==> config.mk <==
export PLATFORM = sky130hd
export DESIGN_NAME = wallace_mul_pipe
export DESIGN_NICKNAME = d
export VERILOG_FILES = /design/src/rtl/wmul_pkg.sv /design/src/rtl/wmul_pp_stage.sv /design/src/rtl/wmul_csa_level.sv /design/src/rtl/wmul_cpa_stage.sv /design/src/rtl/wallace_mul_pipe.sv
export SDC_FILE = /design/constraint.sdc
export NUM_CORES = 1
export LEC_CHECK = 0
export CAP_MARGIN = 20
export CORE_UTILIZATION = 45
export DETAILED_ROUTE_END_ITERATION = 16
export GPL_TIMING_DRIVEN = 0
export SLEW_MARGIN = 20
export SYNTH_ARGS = -nofsm -noshare
export SYNTH_HDL_FRONTEND = slang
export SYNTH_SLANG_ARGS = --single-unit
==> constraint.sdc <==
create_clock -name clk -period 5.2 [get_ports clk]
set_clock_uncertainty 0.05 [all_clocks]
set_input_delay 1.56 -clock clk [delete_from_list [all_inputs] [get_ports clk]]
set_output_delay 1.56 -clock clk [all_outputs]
set_load 0.03 [all_outputs]
==> src/rtl/wmul_pkg.sv <==
package wmul_pkg;

  // Row count after one 3:2 level: every full triple becomes two rows,
  // leftover rows pass straight through.
  function automatic int rows_after(input int n);
    return 2 * (n / 3) + (n % 3);
  endfunction

  // Row count entering reduction level lvl, starting from npp rows.
  function automatic int rows_at(input int npp, input int lvl);
    int n;
    n = npp;
    for (int k = 0; k < lvl; k++) n = rows_after(n);
    return n;
  endfunction

  // Number of 3:2 levels needed to reach two addends.
  function automatic int num_levels(input int npp);
    int n;
    int l;
    n = npp;
    l = 0;
    while (n > 2) begin
      n = rows_after(n);
      l++;
    end
    return l;
  endfunction

endpackage

==> src/rtl/wmul_pp_stage.sv <==
module wmul_pp_stage #(
  parameter int AW = 8,
  parameter int BW = 8,
  parameter int PW = AW + BW
) (
  input  logic                   clk,
  input  logic                   rst,
  input  logic                   vld_i,
  input  logic [AW-1:0]          mcand_i,
  input  logic [BW-1:0]          mplier_i,
  output logic                   vld_o,
  output logic [BW-1:0][PW-1:0]  rows_o
);

  logic [PW-1:0]          mcand_ext;
  logic [BW-1:0][PW-1:0]  rows_nxt;

  assign mcand_ext = {{(PW-AW){1'b0}}, mcand_i};

  for (genvar i = 0; i < BW; i++) begin : g_row
    assign rows_nxt[i] = mplier_i[i] ? (mcand_ext << i) : '0;
  end

  always_ff @(posedge clk) begin
    if (rst) begin
      vld_o  <= 1'b0;
      rows_o <= '0;
    end else begin
      vld_o  <= vld_i;
      rows_o <= rows_nxt;
    end
  end

  function automatic logic [PW-1:0] total(input logic [BW-1:0][PW-1:0] r);
    logic [PW-1:0] s;
    s = '0;
    for (int k = 0; k < BW; k++) s = s + r[k];
    return s;
  endfunction


  pp_sum_chk: assert property (@(posedge clk) disable iff (rst)
    !$past(rst) |-> (total(rows_o) ==
      (PW'($past(mcand_i)) * PW'($past(mplier_i)))));


  pp_vld_chk: assert property (@(posedge clk) disable iff (rst)
    !$past(rst) |-> (vld_o == $past(vld_i)));

endmodule

==> src/rtl/wmul_csa_level.sv <==
module wmul_csa_level #(
  parameter int PW    = 16,
  parameter int N_IN  = 8,
  parameter int N_OUT = 2 * (N_IN / 3) + (N_IN % 3)
) (
  input  logic                     clk,
  input  logic                     rst,
  input  logic                     vld_i,
  input  logic [N_IN-1:0][PW-1:0]  rows_i,
  output logic                     vld_o,
  output logic [N_OUT-1:0][PW-1:0] rows_o
);

  localparam int GRP = N_IN / 3;
  localparam int REM = N_IN % 3;

  logic [N_OUT-1:0][PW-1:0] rows_nxt;

  for (genvar g = 0; g < GRP; g++) begin : g_csa
    logic [PW-1:0] x, y, z;
    logic [PW-2:0] maj;
    assign x = rows_i[3*g];
    assign y = rows_i[3*g+1];
    assign z = rows_i[3*g+2];
    assign maj = (x[PW-2:0] & y[PW-2:0]) | (x[PW-2:0] & z[PW-2:0]) |
                 (y[PW-2:0] & z[PW-2:0]);
    assign rows_nxt[2*g]   = x ^ y ^ z;
    assign rows_nxt[2*g+1] = {maj, 1'b0};
  end

  for (genvar r = 0; r < REM; r++) begin : g_pass
    assign rows_nxt[2*GRP+r] = rows_i[3*GRP+r];
  end

  always_ff @(posedge clk) begin
    if (rst) begin
      vld_o  <= 1'b0;
      rows_o <= '0;
    end else begin
      vld_o  <= vld_i;
      rows_o <= rows_nxt;
    end
  end

  function automatic logic [PW-1:0] sum_in(input logic [N_IN-1:0][PW-1:0] r);
    logic [PW-1:0] s;
    s = '0;
    for (int k = 0; k < N_IN; k++) s = s + r[k];
    return s;
  endfunction

  function automatic logic [PW-1:0] sum_out(input logic [N_OUT-1:0][PW-1:0] r);
    logic [PW-1:0] s;
    s = '0;
    for (int k = 0; k < N_OUT; k++) s = s + r[k];
    return s;
  endfunction


  csa_sum_keep_chk: assert property (@(posedge clk) disable iff (rst)
    !$past(rst) |-> (sum_out(rows_o) == $past(sum_in(rows_i))));


  csa_vld_chk: assert property (@(posedge clk) disable iff (rst)
    !$past(rst) |-> (vld_o == $past(vld_i)));

endmodule

==> src/rtl/wmul_cpa_stage.sv <==
module wmul_cpa_stage #(
  parameter int PW = 16
) (
  input  logic                 clk,
  input  logic                 rst,
  input  logic                 vld_i,
  input  logic [1:0][PW-1:0]   rows_i,
  output logic                 vld_o,
  output logic [PW-1:0]        prod_o
);

  logic [PW-1:0] add_nxt;

  assign add_nxt = rows_i[0] + rows_i[1];

  always_ff @(posedge clk) begin
    if (rst) begin
      vld_o  <= 1'b0;
      prod_o <= '0;
    end else begin
      vld_o  <= vld_i;
      prod_o <= add_nxt;
    end
  end


  cpa_reset_clear_chk: assert property (@(posedge clk) disable iff (rst)
    $past(rst) |-> (!vld_o && (prod_o == '0)));


  cpa_vld_chk: assert property (@(posedge clk) disable iff (rst)
    !$past(rst) |-> (vld_o == $past(vld_i)));

endmodule

==> src/rtl/wallace_mul_pipe.sv <==
module wallace_mul_pipe #(
  parameter int A_W = 8,
  parameter int B_W = 8
) (
  input  logic                 clk,
  input  logic                 rst,
  input  logic                 in_valid,
  input  logic [A_W-1:0]       op_a,
  input  logic [B_W-1:0]       op_b,
  output logic                 out_valid,
  output logic [A_W+B_W-1:0]   out_prod
);

  localparam int PW   = A_W + B_W;
  localparam int NPP  = B_W;
  localparam int NLVL = wmul_pkg::num_levels(NPP);

  logic                   pp_vld;
  logic [NPP-1:0][PW-1:0] pp_rows;

  wmul_pp_stage #(.AW(A_W), .BW(B_W), .PW(PW)) u_pp (
    .clk      (clk),
    .rst      (rst),
    .vld_i    (in_valid),
    .mcand_i  (op_a),
    .mplier_i (op_b),
    .vld_o    (pp_vld),
    .rows_o   (pp_rows)
  );

  for (genvar l = 0; l < NLVL; l++) begin : g_lvl
    localparam int NI = wmul_pkg::rows_at(NPP, l);
    localparam int NO = wmul_pkg::rows_after(NI);
    logic                  vld;
    logic [NO-1:0][PW-1:0] rows;
    if (l == 0) begin : g_first
      wmul_csa_level #(.PW(PW), .N_IN(NI), .N_OUT(NO)) u_csa (
        .clk    (clk),
        .rst    (rst),
        .vld_i  (pp_vld),
        .rows_i (pp_rows),
        .vld_o  (vld),
        .rows_o (rows)
      );
    end else begin : g_next
      wmul_csa_level #(.PW(PW), .N_IN(NI), .N_OUT(NO)) u_csa (
        .clk    (clk),
        .rst    (rst),
        .vld_i  (g_lvl[l-1].vld),
        .rows_i (g_lvl[l-1].rows),
        .vld_o  (vld),
        .rows_o (rows)
      );
    end
  end

  wmul_cpa_stage #(.PW(PW)) u_cpa (
    .clk    (clk),
    .rst    (rst),
    .vld_i  (g_lvl[NLVL-1].vld),
    .rows_i (g_lvl[NLVL-1].rows),
    .vld_o  (out_valid),
    .prod_o (out_prod)
  );

endmodule

==> Yosys cells after proc, flatten, opt, wreduce, memory -nomap -nowiden <==
Index checks and enable logic that the tools add are counted.
{ "word_totals": {"ff_bits": 390, "memories": 0, "mem_bits_rw": 0, "romBits": 0, "word_cells": 103, "latchBits": 0, "inputBits": 19, "out_inout_bits": 17} }
{ "op_classes": {"magnitude_cmp": 0, "eq_ne": 0, "n_mux": 0, "div_mod_pow": 0, "n_bitwise": 50, "mul": 0, "shift": 0, "add_sub_neg": 1, "n_reduce_logical": 8} }
{ "op_table": {"columns": ["op", "n"], "rows": [
  ["bitwise AND 15 bit", 18],
  ["XOR 16 bit", 12],
  ["OR 15 bit", 12],
  ["adder 16 bit", 1],
  ["OR reduction 2 bit", 8],
  ["NOT 1 bit", 8]
]} }

==> Longest topological paths before layout <==
{ "logic_depth": {"ltp_word": 3, "mapped_depth": 8, "ltp_nobuf": 8} }

==> By module <==
A second synthesis with hierarchy kept.
{ "unflattened": {"hier_cells": 939, "area_unflattened_um2": 12011.5} }
{ "by_module_without_submodules": {"columns": ["mod", "seq_area_each_um2", "n_inst", "area_each_um2", "cells_per_inst"], "rows": [
  ["wmul_csa_level (g_lvl[0].g_first.u_csa)", 1901.8, 1, 3239.4, 235],
  ["wmul_pp_stage", 1301.2, 1, 2431.1, 202],
  ["wmul_csa_level (g_lvl[1].g_next.u_csa)", 1261.2, 1, 2344.7, 167],
  ["wmul_csa_level (g_lvl[2].g_next.u_csa)", 960.9, 1, 1630.3, 119],
  ["wmul_csa_level (g_lvl[3].g_next.u_csa)", 640.6, 1, 1189.9, 85],
  ["wmul_cpa_stage", 340.3, 1, 1176.1, 131]
]} }

==> Worst setup path before layout <==
Ideal clock, no wire load.
{ "synth_path": {"path_type": "input to register", "start": "input rst", "end": "register g_lvl[0].g_first.u_csa.rows_o[37] (netlist bit)", "setup_slack_ns": 2.781, "t_arrival_ns": 2.241, "required_ns": 5.022, "n_path_buf": 3, "cell_stages": 4, "cell_sequence": "buf_2 -> buf_2 -> buf_1 -> nor2b_1"} }
{ "synth_lines": {"columns": ["item", "line_no", "source"], "rows": [
  ["start, declared", "wallace_mul_pipe.sv:6", "input logic rst,"],
  ["end signal, assigned", "wmul_csa_level.sv:41", "rows_o <= rows_nxt;"],
  ["end, declared", "wmul_csa_level.sv:11", "output logic [N_OUT-1:0][PW-1:0] rows_o"]
]} }
No word-level cell between the ends.

==> Final worst setup path <==
{ "layout_path": {"start": "register u_cpa.prod_o[2]", "end": "output out_prod[2]"} }
{ "layout_lines": {"columns": ["item", "line_no", "source"], "rows": [
  ["start, declared", "wmul_cpa_stage.sv:9", "output logic [PW-1:0] prod_o"],
  ["start signal, assigned", "wmul_cpa_stage.sv:22", "prod_o <= add_nxt;"],
  ["end, declared", "wallace_mul_pipe.sv:11", "output logic [A_W+B_W-1:0] out_prod"]
]} }
No word-level cell between the ends.

==> results by group <==
Layout
  • Ant diodes: 0
  • Area Growth Syn to Fin: 18.8%
  • Multi-input gate area: 0.00289 mm2
  • Register area: 0.00472 mm2
  • Nets@finish: 749
  • # fillers: 1418
  • Layout cells sized above 1: 6.90%
  • Finished Cell Area: 0.00916 mm2

Critical path
  • CP cell instances: clkdlybuf4s50_1
  • CP required: 3.59 ns
  • CP max stage delay: 0.67 ns
  • Critical Path Start Type: flip-flop
  • Slowest stage cell, crit path: clkdlybuf4s50_1
  • CP Capture Type: primary output
  • CP Class: flip-flop to primary output
  • Delay-heaviest family, CP: buffers and inverters
  • CP Data Arrival Time: 1.49 ns
  • Crit path max fanout: 1
  • WP buf/inv: 1

Power
  • Sw Pwr: 0.737 mW
  • Seq pwr share: 49.7%
  • Peak supply drop: 0.000237 V
  • Switching share of power: 19.4%
  • Clock network fraction of design power: 46.8%
  • Proportion of power drawn by combinational gates: 3.5%
  • Power Total: 3.80 mW
  • PD cells: 415 mW/mm2
  • Total internal power: 3.06 mW
  • Pleak: 3.88 nW

Timing
  • Minimum clock period: 3.10 ns
  • Hold WS: 0.382 ns
  • Final Hold Vio Count: 0
  • Worst-Margin Slew: 0.591 ns
  • RSZ-0062 raised after global routing: no
  • Final Max Slew Viols: 0
  • Final TNS setup: 0 ns
  • Final Setup Violations: 0
  • Fmax: 0.322 GHz
  • Worst slew margin: 60.5%
  • Final critical-path share of the clock period: 59.7%

Logic synthesis
  • Seq/Total Area, Yosys: 61.3%
  • Area share of the largest cell type after synthesis: 61.3%
  • Main flop type after synthesis: dfxtp_1
  • Synth cell count leaders: 236 x dfxtp_1, 172 x nor2b_1, 64 x and2_1, 39 x fa_1, 25 x ha_1
  • Syn avg cell area: 12.7 um2
  • Yosys top cell by area: dfxtp_1
  • Synth Warn #: 0
  • Synth Cell Area: 0.00771 mm2
  • Distinct cell type count after synthesis: 34
  • Number of synthesized flops with an enable pin: 0
  • Most common cell in the netlist: dfxtp_1
  • Asr flop ratio synth: 0%
  • Register bit total from synthesis: 236
  • Largest cells by area after synthesis: dfxtp_1 61%, nor2b_1 14%, fa_1 10%
  • Synth Net Count: 690
  • Post-synthesis cell count: 607

Detailed routing
  • Residual DRC: 0
  • Drt first pass iters: 4
  • Via count: 3798
  • Vias per inst: 4.22
  • Drt wl/cell: 12.7 um
  • Antenna Nets Post-Route: 0
  • DRT iter0 DRCs: 130
  • Routed wire length: 11400 um

GRT
  • Total Routing Usage GR: 13.8%
  • Total grt overflow: 0
  • Antenna violations before repair: 0
  • Global-route wire length before repair: 19400 um
  • Vias in the first global route: 3991
  • Largest net degree at the start of global routing: 15

Placement
  • Detailed-placement wirelength estimate: 8480 um
  • RePlAce Congestion: 0.753
  • Number of I/O port buffers: 34
  • Post-DP Area: 0.00832 mm2

Floorplan
  • Die width: 133 um
  • Die height: 133 um
  • Initial Util: 46.3%
  • Row count: 47
  • I/O pin count: 36
  • Die ar.: 0.0177 mm2
  • CORE AREA: 0.0166 mm2

Clock tree
  • Post-CTS setup buffers: 0
  • Clk buf depth: 3
  • CTS tree: yes
  • CTS resizes: 0
  • Clock root buffer: clkbuf_16
  • CTS hold repair buffers: 0
  • Skew-Pair Late Insertion Delay: 0.50 ns
  • CTS sink count: 236
  • CTS Buf Count: 23
  • H-tree levels: 1
  • Clk slew on worst S/H paths: 0.06 ns

Run
  • Max-cap violation count: 0

Outcome
  • Status: complete, no violations

Min path
  • Worst hold-check path type: flip-flop to flip-flop
## final timing paths
check | startpoint | to | slack, ns | cells past startpoint
setup / recovery | u_cpa.prod_o[2] | out_prod[2] | 2.10 | 1
hold / removal | g_lvl[0].g_first.u_csa.vld_o | g_lvl[1].g_next.u_csa.vld_o | 0.38 | 1
setup reg to reg | g_lvl[3].g_next.u_csa.rows_o[5] | u_cpa.prod_o[15] | 3.12 | 8
hold reg to reg | g_lvl[0].g_first.u_csa.vld_o | g_lvl[1].g_next.u_csa.vld_o | 0.38 | 1
## per-stage QoR
stage | instances | worst slack, ns | util, %
floorplan | 607 | 2.78 | -
global placement | 861 | 2.34 | 50.0
detailed placement | 861 | 2.35 | 50.0
CTS | 901 | 2.07 | 55.0
global route | 901 | 2.05 | 55.0
finish | 901 | 2.10 | 55.0
## logic make-up (layout without fill, tap and decap cells)
group           after synthesis  count (layout)  share of synthesized area, %
fa+ha+maj                    64              64                          14.2
compound gates               20              20                          1.87
xor+xnor                      5               5                         0.568
simple gates                256             256                          20.6
buf+inv                      24              98                          1.22
flops                       236             236                          61.3
mux                           2               2                         0.292
## cell type report
class                           count  area share [%]
Inverter                            4           0.164
Clock inverter                      9            1.93
Tap cell                          220            3.01
Multi-Input combinational cell    347            31.6
Buffer                             20           0.861
Timing Repair Buffer               34            3.72
Clock buffer                       31            7.16
Sequential cell                   236            51.6
## power groups by stage
stage	clock [mW]	combinational, mW	sequential, mW
CTS	1.81	0.139	1.89
global route	1.89	0.154	1.89
finish	1.77	0.134	1.89
global placement	0	0.135	1.93
detailed placement	0	0.139	1.93
floorplan	0	0.0784	1.93
## metal layers
| layer | vias to the layer above | routed length (um) | global-route usage, % |
|---|---|---|---|
| li1 | 2000 | - | - |
| met1 | 1708 | 5100 | 17.0 |
| met2 | 66 | 5680 | 24.0 |
| met3 | 24 | 383 | 2.45 |
| met4 | 0 | 273 | 5.56 |
| met5 | - | 0 | 0 |
## placed cells by master, fill, tap and decap left out, drive strengths merged
cell / Yosys / layout
dfxtp: 236 / 236
inv: 4 / 5
bufinv: 0 / 5
a211oi: 2 / 2
o21a: 2 / 2
o22ai: 1 / 1
a31oi: 2 / 2
o21ai: 5 / 5
a21oi: 4 / 4
nand2b: 2 / 2
nor2b: 173 / 173
and3: 2 / 2
ha: 25 / 25
a221oi: 1 / 1
nand2: 2 / 2
and2: 64 / 64
o21bai: 1 / 1
o211ai: 1 / 1
xor2: 3 / 3
clkbuf: 15 / 46
and2b: 1 / 1
nor3: 3 / 3
xnor2: 2 / 2
fa: 39 / 39
nor2: 9 / 9
clkinvlp: 0 / 1
buf: 5 / 5
mux2: 2 / 2
clkdlybuf4s50: 0 / 34
a21o: 1 / 1
clkinv: 0 / 2
## sequential cells by signal (all words and copies together), names as in the netlist
name,flops
g_lvl.g_first.u_csa.rows_o,52
g_lvl.g_next.u_csa.vld_o,3
g_lvl.g_next.u_csa.rows_o,98
u_pp.vld_o,1
g_lvl.g_first.u_csa.vld_o,1
u_cpa.prod_o,16
u_pp.rows_o,64
u_cpa.vld_o,1
Note: power is estimated with default switching activity, not from simulation.
